--- src/rtl/fpq_pkg.sv ---
package fpq_pkg;
  typedef enum logic {
    FPQ_RUN  = 1'b0,
    FPQ_TRAP = 1'b1
  } fpq_mode_e;
endpackage

--- src/rtl/fpq_ring.sv ---
module fpq_ring #(
  parameter int DEPTH  = 4,
  parameter int INSN_W = 32,
  parameter int ADDR_W = 32
) (
  input  logic              clk_i,
  input  logic              rst_ni,
  input  logic              push_i,
  input  logic              pop_i,
  input  logic [INSN_W-1:0] insn_i,
  input  logic [ADDR_W-1:0] addr_i,
  output logic [INSN_W-1:0] head_insn_o,
  output logic [ADDR_W-1:0] head_addr_o
);
  localparam int PTR_W = (DEPTH > 1) ? $clog2(DEPTH) : 1;
  localparam logic [PTR_W-1:0] LAST = PTR_W'(DEPTH - 1);

  logic [PTR_W-1:0]  wr_ptr, rd_ptr;
  logic [INSN_W-1:0] insn_mem [DEPTH];
  logic [ADDR_W-1:0] addr_mem [DEPTH];

  function automatic logic [PTR_W-1:0] bump(input logic [PTR_W-1:0] p);
    return (p == LAST) ? '0 : p + 1'b1;
  endfunction

  always_ff @(posedge clk_i or negedge rst_ni) begin
    if (!rst_ni) begin
      wr_ptr <= '0;
      rd_ptr <= '0;
    end else begin
      if (push_i) wr_ptr <= bump(wr_ptr);
      if (pop_i)  rd_ptr <= bump(rd_ptr);
    end
  end

  for (genvar g = 0; g < DEPTH; g++) begin : g_slot
    always_ff @(posedge clk_i or negedge rst_ni) begin
      if (!rst_ni) begin
        insn_mem[g] <= '0;
        addr_mem[g] <= '0;
      end else if (push_i && wr_ptr == PTR_W'(g)) begin
        insn_mem[g] <= insn_i;
        addr_mem[g] <= addr_i;
      end
    end
  end

  assign head_insn_o = insn_mem[rd_ptr];
  assign head_addr_o = addr_mem[rd_ptr];
endmodule

--- src/rtl/fpq_ctrl.sv ---
module fpq_ctrl
  import fpq_pkg::*;
#(
  parameter int DEPTH = 4,
  localparam int CNT_W = $clog2(DEPTH + 1)
) (
  input  logic             clk_i,
  input  logic             rst_ni,
  input  logic             launch_i,
  input  logic             done_i,
  input  logic             fault_i,
  input  logic             trap_pop_i,
  output logic             push_o,
  output logic             pop_o,
  output logic [CNT_W-1:0] cnt_o,
  output logic             empty_o,
  output logic             full_o,
  output logic             exc_o,
  output logic             stall_o
);
  fpq_mode_e        mode_q, mode_d;
  logic [CNT_W-1:0] cnt_q, cnt_d;
  logic             take_fault;

  assign empty_o = (cnt_q == '0);
  assign full_o  = (cnt_q == CNT_W'(DEPTH));
  assign exc_o   = (mode_q == FPQ_TRAP);
  // freeze host before an incoming launch could overflow, and during a trap
  assign stall_o = exc_o | full_o;

  always_comb begin
    take_fault = 1'b0;
    push_o     = 1'b0;
    pop_o      = 1'b0;
    mode_d     = mode_q;
    if (mode_q == FPQ_RUN) begin
      take_fault = fault_i & ~empty_o;
      push_o     = launch_i & ~stall_o & ~take_fault;
      pop_o      = done_i & ~empty_o & ~take_fault;
      if (take_fault) mode_d = FPQ_TRAP;
    end else begin
      pop_o = trap_pop_i & ~empty_o;
      if (pop_o && cnt_q == CNT_W'(1)) mode_d = FPQ_RUN;
    end
    cnt_d = cnt_q + CNT_W'(push_o) - CNT_W'(pop_o);
  end

  always_ff @(posedge clk_i or negedge rst_ni) begin
    if (!rst_ni) begin
      mode_q <= FPQ_RUN;
      cnt_q  <= '0;
    end else begin
      mode_q <= mode_d;
      cnt_q  <= cnt_d;
    end
  end

  assign cnt_o = cnt_q;
endmodule

--- src/rtl/fp_exc_queue.sv ---
module fp_exc_queue #(
  parameter int DEPTH  = 4,
  parameter int INSN_W = 32,
  parameter int ADDR_W = 32,
  localparam int CNT_W = $clog2(DEPTH + 1)
) (
  input  logic              clk_i,
  input  logic              rst_ni,
  input  logic              launch_i,
  input  logic [INSN_W-1:0] launch_insn_i,
  input  logic [ADDR_W-1:0] launch_addr_i,
  input  logic              done_i,
  input  logic              fault_i,
  input  logic              trap_pop_i,
  output logic [INSN_W-1:0] head_insn_o,
  output logic [ADDR_W-1:0] head_addr_o,
  output logic              empty_o,
  output logic              full_o,
  output logic              exc_o,
  output logic              stall_o
);
  logic             push, pop;
  logic [CNT_W-1:0] cnt;

  fpq_ctrl #(.DEPTH(DEPTH)) u_ctrl (
    .clk_i      (clk_i),
    .rst_ni     (rst_ni),
    .launch_i   (launch_i),
    .done_i     (done_i),
    .fault_i    (fault_i),
    .trap_pop_i (trap_pop_i),
    .push_o     (push),
    .pop_o      (pop),
    .cnt_o      (cnt),
    .empty_o    (empty_o),
    .full_o     (full_o),
    .exc_o      (exc_o),
    .stall_o    (stall_o)
  );

  fpq_ring #(.DEPTH(DEPTH), .INSN_W(INSN_W), .ADDR_W(ADDR_W)) u_ring (
    .clk_i       (clk_i),
    .rst_ni      (rst_ni),
    .push_i      (push),
    .pop_i       (pop),
    .insn_i      (launch_insn_i),
    .addr_i      (launch_addr_i),
    .head_insn_o (head_insn_o),
    .head_addr_o (head_addr_o)
  );
endmodule

--- config.mk ---
export PLATFORM = sky130hd
export DESIGN_NAME = fp_exc_queue
export DESIGN_NICKNAME = d
export VERILOG_FILES = /design/src/rtl/fpq_pkg.sv /design/src/rtl/fpq_ring.sv /design/src/rtl/fpq_ctrl.sv /design/src/rtl/fp_exc_queue.sv
export SDC_FILE = /design/constraint.sdc
export NUM_CORES = 1
export LEC_CHECK = 0
export ABC_AREA = 1
export ABC_CLOCK_PERIOD_IN_PS = 2500
export CELL_PAD_IN_SITES_DETAIL_PLACEMENT = 0
export CELL_PAD_IN_SITES_GLOBAL_PLACEMENT = 1
export CORE_ASPECT_RATIO = 0.6
export CORE_MARGIN = 2
export CORE_UTILIZATION = 25
export DETAILED_ROUTE_END_ITERATION = 6
export GPL_TIMING_DRIVEN = 0
export PLACE_DENSITY = 0.61
export SYNTH_ARGS = -nofsm -noshare
export SYNTH_HDL_FRONTEND = slang
export SYNTH_SLANG_ARGS = --single-unit
export TNS_END_PERCENT = 5
--- constraint.sdc ---
create_clock -name clk_i -period 2.5 [get_ports clk_i]
set_input_delay 0.625 -clock clk_i [delete_from_list [all_inputs] [get_ports clk_i]]
set_output_delay 0.625 -clock clk_i [all_outputs]
set_load 0.1 [all_outputs]
=== Word level (Yosys, flattened, before mapping) ===
Index checks and enable logic that the tools add are counted.

* Register bits after elaboration: 264
* Bits in latches: 0
* Memory bits (writable): 0
* Memory bits (read-only): 0
* Bits of input ports: 70
* Output and inout bits: 68
* Logic and storage cells: 54
* Memories: 0

* $add $sub $neg: 4
* Multipliers: 0
* Divide/modulo/power cells: 0
* Magnitude comparators: 1
* Equal/unequal tests: 6
* Shift-type cells: 0
* Mux-type cells: 13
* Bitwise gates (word level): 11
* Reductions and logical operators: 7

{| class="wikitable"
|+ Operators by type and width
! operator !! number
|-
| 32-bit binary-select mux with 2-bit select || 2
|-
| 32-bit 2-to-1 mux || 4
|-
| 1-bit AND || 6
|-
| 2-bit equality test (second input constant) || 3
|-
| 1-bit logical AND || 5
|-
| 1-bit 2-to-1 mux || 5
|-
| 2-bit by 1-bit adder with 2-bit output (second input constant) || 2
|-
| 2-bit 2-to-1 mux || 2
|-
| 3-bit by 1-bit adder with 3-bit output || 1
|-
| 3-bit by 1-bit equality test with 1-bit output (second input constant) || 1
|-
| 3-bit equality test (second input constant) || 1
|-
| 3-bit greater-or-equal comparator (second input constant) || 1
|-
| 3-bit zero test || 1
|-
| 1-bit inverter || 3
|-
| 2-bit inverter with 3-bit output || 1
|-
| 3-bit by 1-bit subtractor with 3-bit output || 1
|-
| 2-bit by 1-bit equality test with 1-bit output (second input constant) || 1
|-
| 2-bit zero test || 1
|-
| 1-bit OR || 1
|}

=== Depth between registers and ports, before layout ===
* Depth in word-level cells: 8
* Depth in mapped cells: 13
* Mapped depth without buffers: 12

=== Hierarchy ===
A second synthesis with hierarchy kept.

* Cells, all modules: 1698
* Area, all modules: 13531.7 um^2

{| class="wikitable"
|+ By module, submodules not included
! module !! instances !! cells each !! area each (um^2) !! sequential area each (um^2)
|-
| fpq_ring || 1 || 1661 || 13259.0 || 6506.2
|-
| fpq_ctrl || 1 || 37 || 272.8 || 100.1
|}

=== Least setup slack after synthesis ===
OpenSTA, ideal clock, no wires.

* Path type: register to output
* Start point: register u_ring.rd_ptr[0]
* End point: output head_insn_o[24]
* Arrival: 2.663 ns
* Data required time: 1.875 ns
* Path slack: -0.788 ns
* Cell stages (with the launch flop): 7
* Path buffers: 3
* Cells stage by stage: dfrtp_1 > clkbuf_1 > inv_1 > buf_2 > clkbuf_1 > o21ai_0 > o22ai_1

* Cells in the longest elaborated chain, start to end: 4

{| class="wikitable"
|+ RTL lines
! element !! line !! RTL
|-
| from (decl) || fpq_ring.sv:18 || <nowiki>logic [PTR_W-1:0] wr_ptr, rd_ptr;</nowiki>
|-
| from (signal assigned) || fpq_ring.sv:32 || <nowiki>if (pop_i) rd_ptr <= bump(rd_ptr);</nowiki>
|-
| 2-bit inverter with 3-bit output (not written as such) || fpq_ring.sv:48 || <nowiki>assign head_insn_o = insn_mem[rd_ptr];</nowiki>
|-
| 32-bit binary-select mux with 2-bit select || fpq_ring.sv:48 ||
|-
| 32-bit 2-to-1 mux (not written as such) (2 in series) || fpq_ring.sv:48 ||
|-
| to (decl) || fp_exc_queue.sv:15 || <nowiki>output logic [INSN_W-1:0] head_insn_o,</nowiki>
|}

No other way between the ends. The select of a mux whose other input is x is not followed.

=== Final worst setup path ===
* Start point: register u_ring.rd_ptr[0]
* End point: output head_insn_o[18]

Same word-level chain as after synthesis.

==> results.sh <==
export IMPL_clk_pin_slew_ns=0.06
export IMPL_worst_ep_arrival_time_ns=2.15
export IMPL_fillers=5083
export IMPL_holdCritPathClass="in -> async"
export IMPL_start_util_pct=25.2
export IMPL_place_hpwl_um=31100
export IMPL_pre_cts_slack_ns=-1.66
export IMPL_syn_area_mm2=0.0123
export IMPL_clock_path_buffers=3
export IMPL_cts_root_buf="clkbuf_16"
export IMPL_postLayoutCoreUtil_pct=36.1
export IMPL_crit_required_ns=1.88
export IMPL_coreArea_mm2=0.0490
export IMPL_wl_um=48300
export IMPL_min_period_over_period_pct=111
export IMPL_initialDrtViolationCount=917
export IMPL_drt_pass1_iter_count=5
export IMPL_syn_nets=1607
export IMPL_grt_max_degree=95
export IMPL_setup_viol=64
export IMPL_synthCells=1529
export IMPL_cp_max_fo=10
export IMPL_rr_endpoint="u_ctrl.cnt_o[2]"
export IMPL_top_layer="met4"
export IMPL_fin_cells=2387
export IMPL_placed_cells=2317
export IMPL_antenna_found_initial=0
export IMPL_r2r_start="u_ctrl.cnt_o[1]"
export IMPL_slew_viol_final=0
export IMPL_synthDistinctLibCells=24
export IMPL_die_x_um=291
export IMPL_slew_limit_headroom_pct=41.0
export IMPL_min_period_ns=2.78
export IMPL_ff2ff_setup_slack_ns=0.06
export IMPL_ys_ff_latch=264
export IMPL_cts_sinks=264
export IMPL_cts_tree="done"
export IMPL_grt_pass1_vias=11500
export IMPL_hold_viol=0
export IMPL_wl_met2_um=19900
export IMPL_finClkSkew_ns=0.0126
export IMPL_m1WireLength_um=24600
export IMPL_timing_final_ws_setup_ns=-0.278
export IMPL_r2r_cells=12
export IMPL_vias=11500
export IMPL_avgRoutedWirePerCell_um=20.2
export IMPL_insertion_delay_ns=0.56
export IMPL_dieArea_mm2=0.0512
export IMPL_viasPerCell=4.83
export IMPL_grt_overflow_total=0
export IMPL_cts_max_level=1
export IMPL_grt_use_total_pct=18.9
export IMPL_seq_area_frac_synth_pct=53.5
export IMPL_layout_drive_gt1_share_pct=19.7
export IMPL_numPortBuffers=136
export IMPL_route_met3_wl_um=2580
export IMPL_ioPinCount=138
export IMPL_cts_hold_buf=0
export IMPL_endpoint_kind="output pin"
export IMPL_cts_buffers_inserted=29
export IMPL_holdWs_ns=0.0756
export IMPL_worst_slew_pin_slew_ns=0.885
export IMPL_outcome="finished, violations left"
export IMPL_rsz0062_at_grt="yes"
export IMPL_std_cell_rows=63
export IMPL_cap_violations=0
export IMPL_critPathKind="reg -> out"
export IMPL_fin_nets=1798
export IMPL_antennaDiodeCount=0
export IMPL_ys_warn_count=0
export IMPL_failed_checks="setup timing"
export IMPL_grt_pass1_wl_um=73900
export IMPL_ant_nets=0
export IMPL_syn_avg_cell_area_um2=8.07
export IMPL_gp_congestion=0.792
export IMPL_area_growth_pct=43.4
export IMPL_die_h_um=176
export IMPL_drc=0
export IMPL_fmax_mhz=360
export IMPL_cp_start_kind="flip-flop"
final cells by class:
type / instances / area [um^2] / area share, %
Buffer: 122 / 1060 / 5.97
Timing Repair Buffer: 160 / 2370 / 13.4
Multi-Input combinational cell: 1127 / 5800 / 32.8
Sequential cell: 264 / 6610 / 37.3
Clock inverter: 9 / 148 / 0.834
Tap cell: 650 / 813 / 4.60
Inverter: 16 / 87.6 / 0.495
Clock buffer: 39 / 813 / 4.60
registers in the layout, summed over array words and instances (netlist names):
register         cells
u_ctrl.cnt_o         3
u_ctrl.exc_o         1
u_ring.rd_ptr        2
u_ring.addr_mem    128
u_ring.wr_ptr        2
u_ring.insn_mem    128
Yosys cell counts:
library cell | instances | area, um^2
clkinv_1 | 1 | 3.75
a32oi_1 | 1 | 8.76
o21ai_0 | 130 | 651
ha_1 | 7 | 87.6
buf_2 | 9 | 45.0
nand2_2 | 1 | 6.26
xnor2_1 | 2 | 17.5
nand3_1 | 259 | 1300
nand4_2 | 4 | 50.1
nor2_2 | 1 | 6.26
dfrtp_1 | 264 | 6610
inv_1 | 14 | 52.6
nand2_4 | 1 | 11.3
buf_1 | 6 | 22.5
fa_1 | 1 | 20.0
nand2_1 | 522 | 1960
a21oi_4 | 1 | 16.3
nor2_1 | 131 | 492
nor2_8 | 1 | 20.0
nand4_1 | 1 | 6.26
o22ai_1 | 64 | 400
clkbuf_1 | 86 | 323
buf_6 | 21 | 236
inv_2 | 1 | 3.75
layer usage:
layer / vias up / track usage (%)
li1: 5426 / -
met1: 5709 / 29.3
met2: 325 / 26.8
met3: 69 / 3.29
met4: 0 / 4.58
met5: - / 0
through the flow:
step	area, um^2	setup TNS, ns
after detailed placement	15000	-105.00
after global placement	14900	-3161.84
after global routing	17700	-18.22
after floorplan	12800	-11.22
final	17700	-13.88
after CTS	17500	-17.50
cells by family (layout without fill, tap and decap cells):
group	Yosys count	in the layout	share of synthesized area, %
adders and majority gates	8	8	0.872
DFF	264	264	53.5
buffers and inverters	138	346	5.57
and+or+nand+nor	921	921	31.2
AOI/OAI and AO/OA	196	196	8.72
xor gates and xnor gates	2	2	0.142
worst max-delay path: stages, from the launching register on:
cell       delay (ns)
dfrtp_2          0.46
clkbuf_16        0.19
buf_4            0.14
clkbuf_8         0.16
o21ai_0          0.24
o22ai_2          0.18
buf_12           0.19
cells in the final DEF (no fill, tap or decap), types with 16 or more instances in the layout:
cell,count
nand2_1,522
nor2_1,97
nor2_2,29
nand3_1,259
buf_6,24
dfrtp_1,262
clkdlybuf4s50_1,67
o22ai_4,16
o21ai_1,74
clkbuf_1,52
buf_12,66
o22ai_2,48
o21ai_0,31
clkbuf_16,43
o21ai_2,22
what timing repair did:
item                                    4_1_cts  5_1_grt
pin swaps                                    46       29
resized for setup                           817      105
setup buffers                                 8        0
endpoints found under the setup margin       70       68
cloned                                       13        1
worst max-delay path by stage:
stage	slack [ns]	start	cells past startpoint	end
after global placement	-11.66	rst_ni	1	u_ring.addr_mem[119]
after CTS	-0.30	u_ring.rd_ptr[0]	7	head_insn_o[18]
after global routing	-0.32	u_ring.rd_ptr[0]	7	head_addr_o[28]
after detailed placement	-1.66	u_ring.rd_ptr[0]	7	head_insn_o[26]
after floorplan	-0.18	u_ring.rd_ptr[0]	6	head_addr_o[11]
final	-0.28	u_ring.rd_ptr[0]	6	head_insn_o[18]
Power is not shown: default switching activity piles up to over one toggle a cycle in this logic, so the estimate is an artifact.
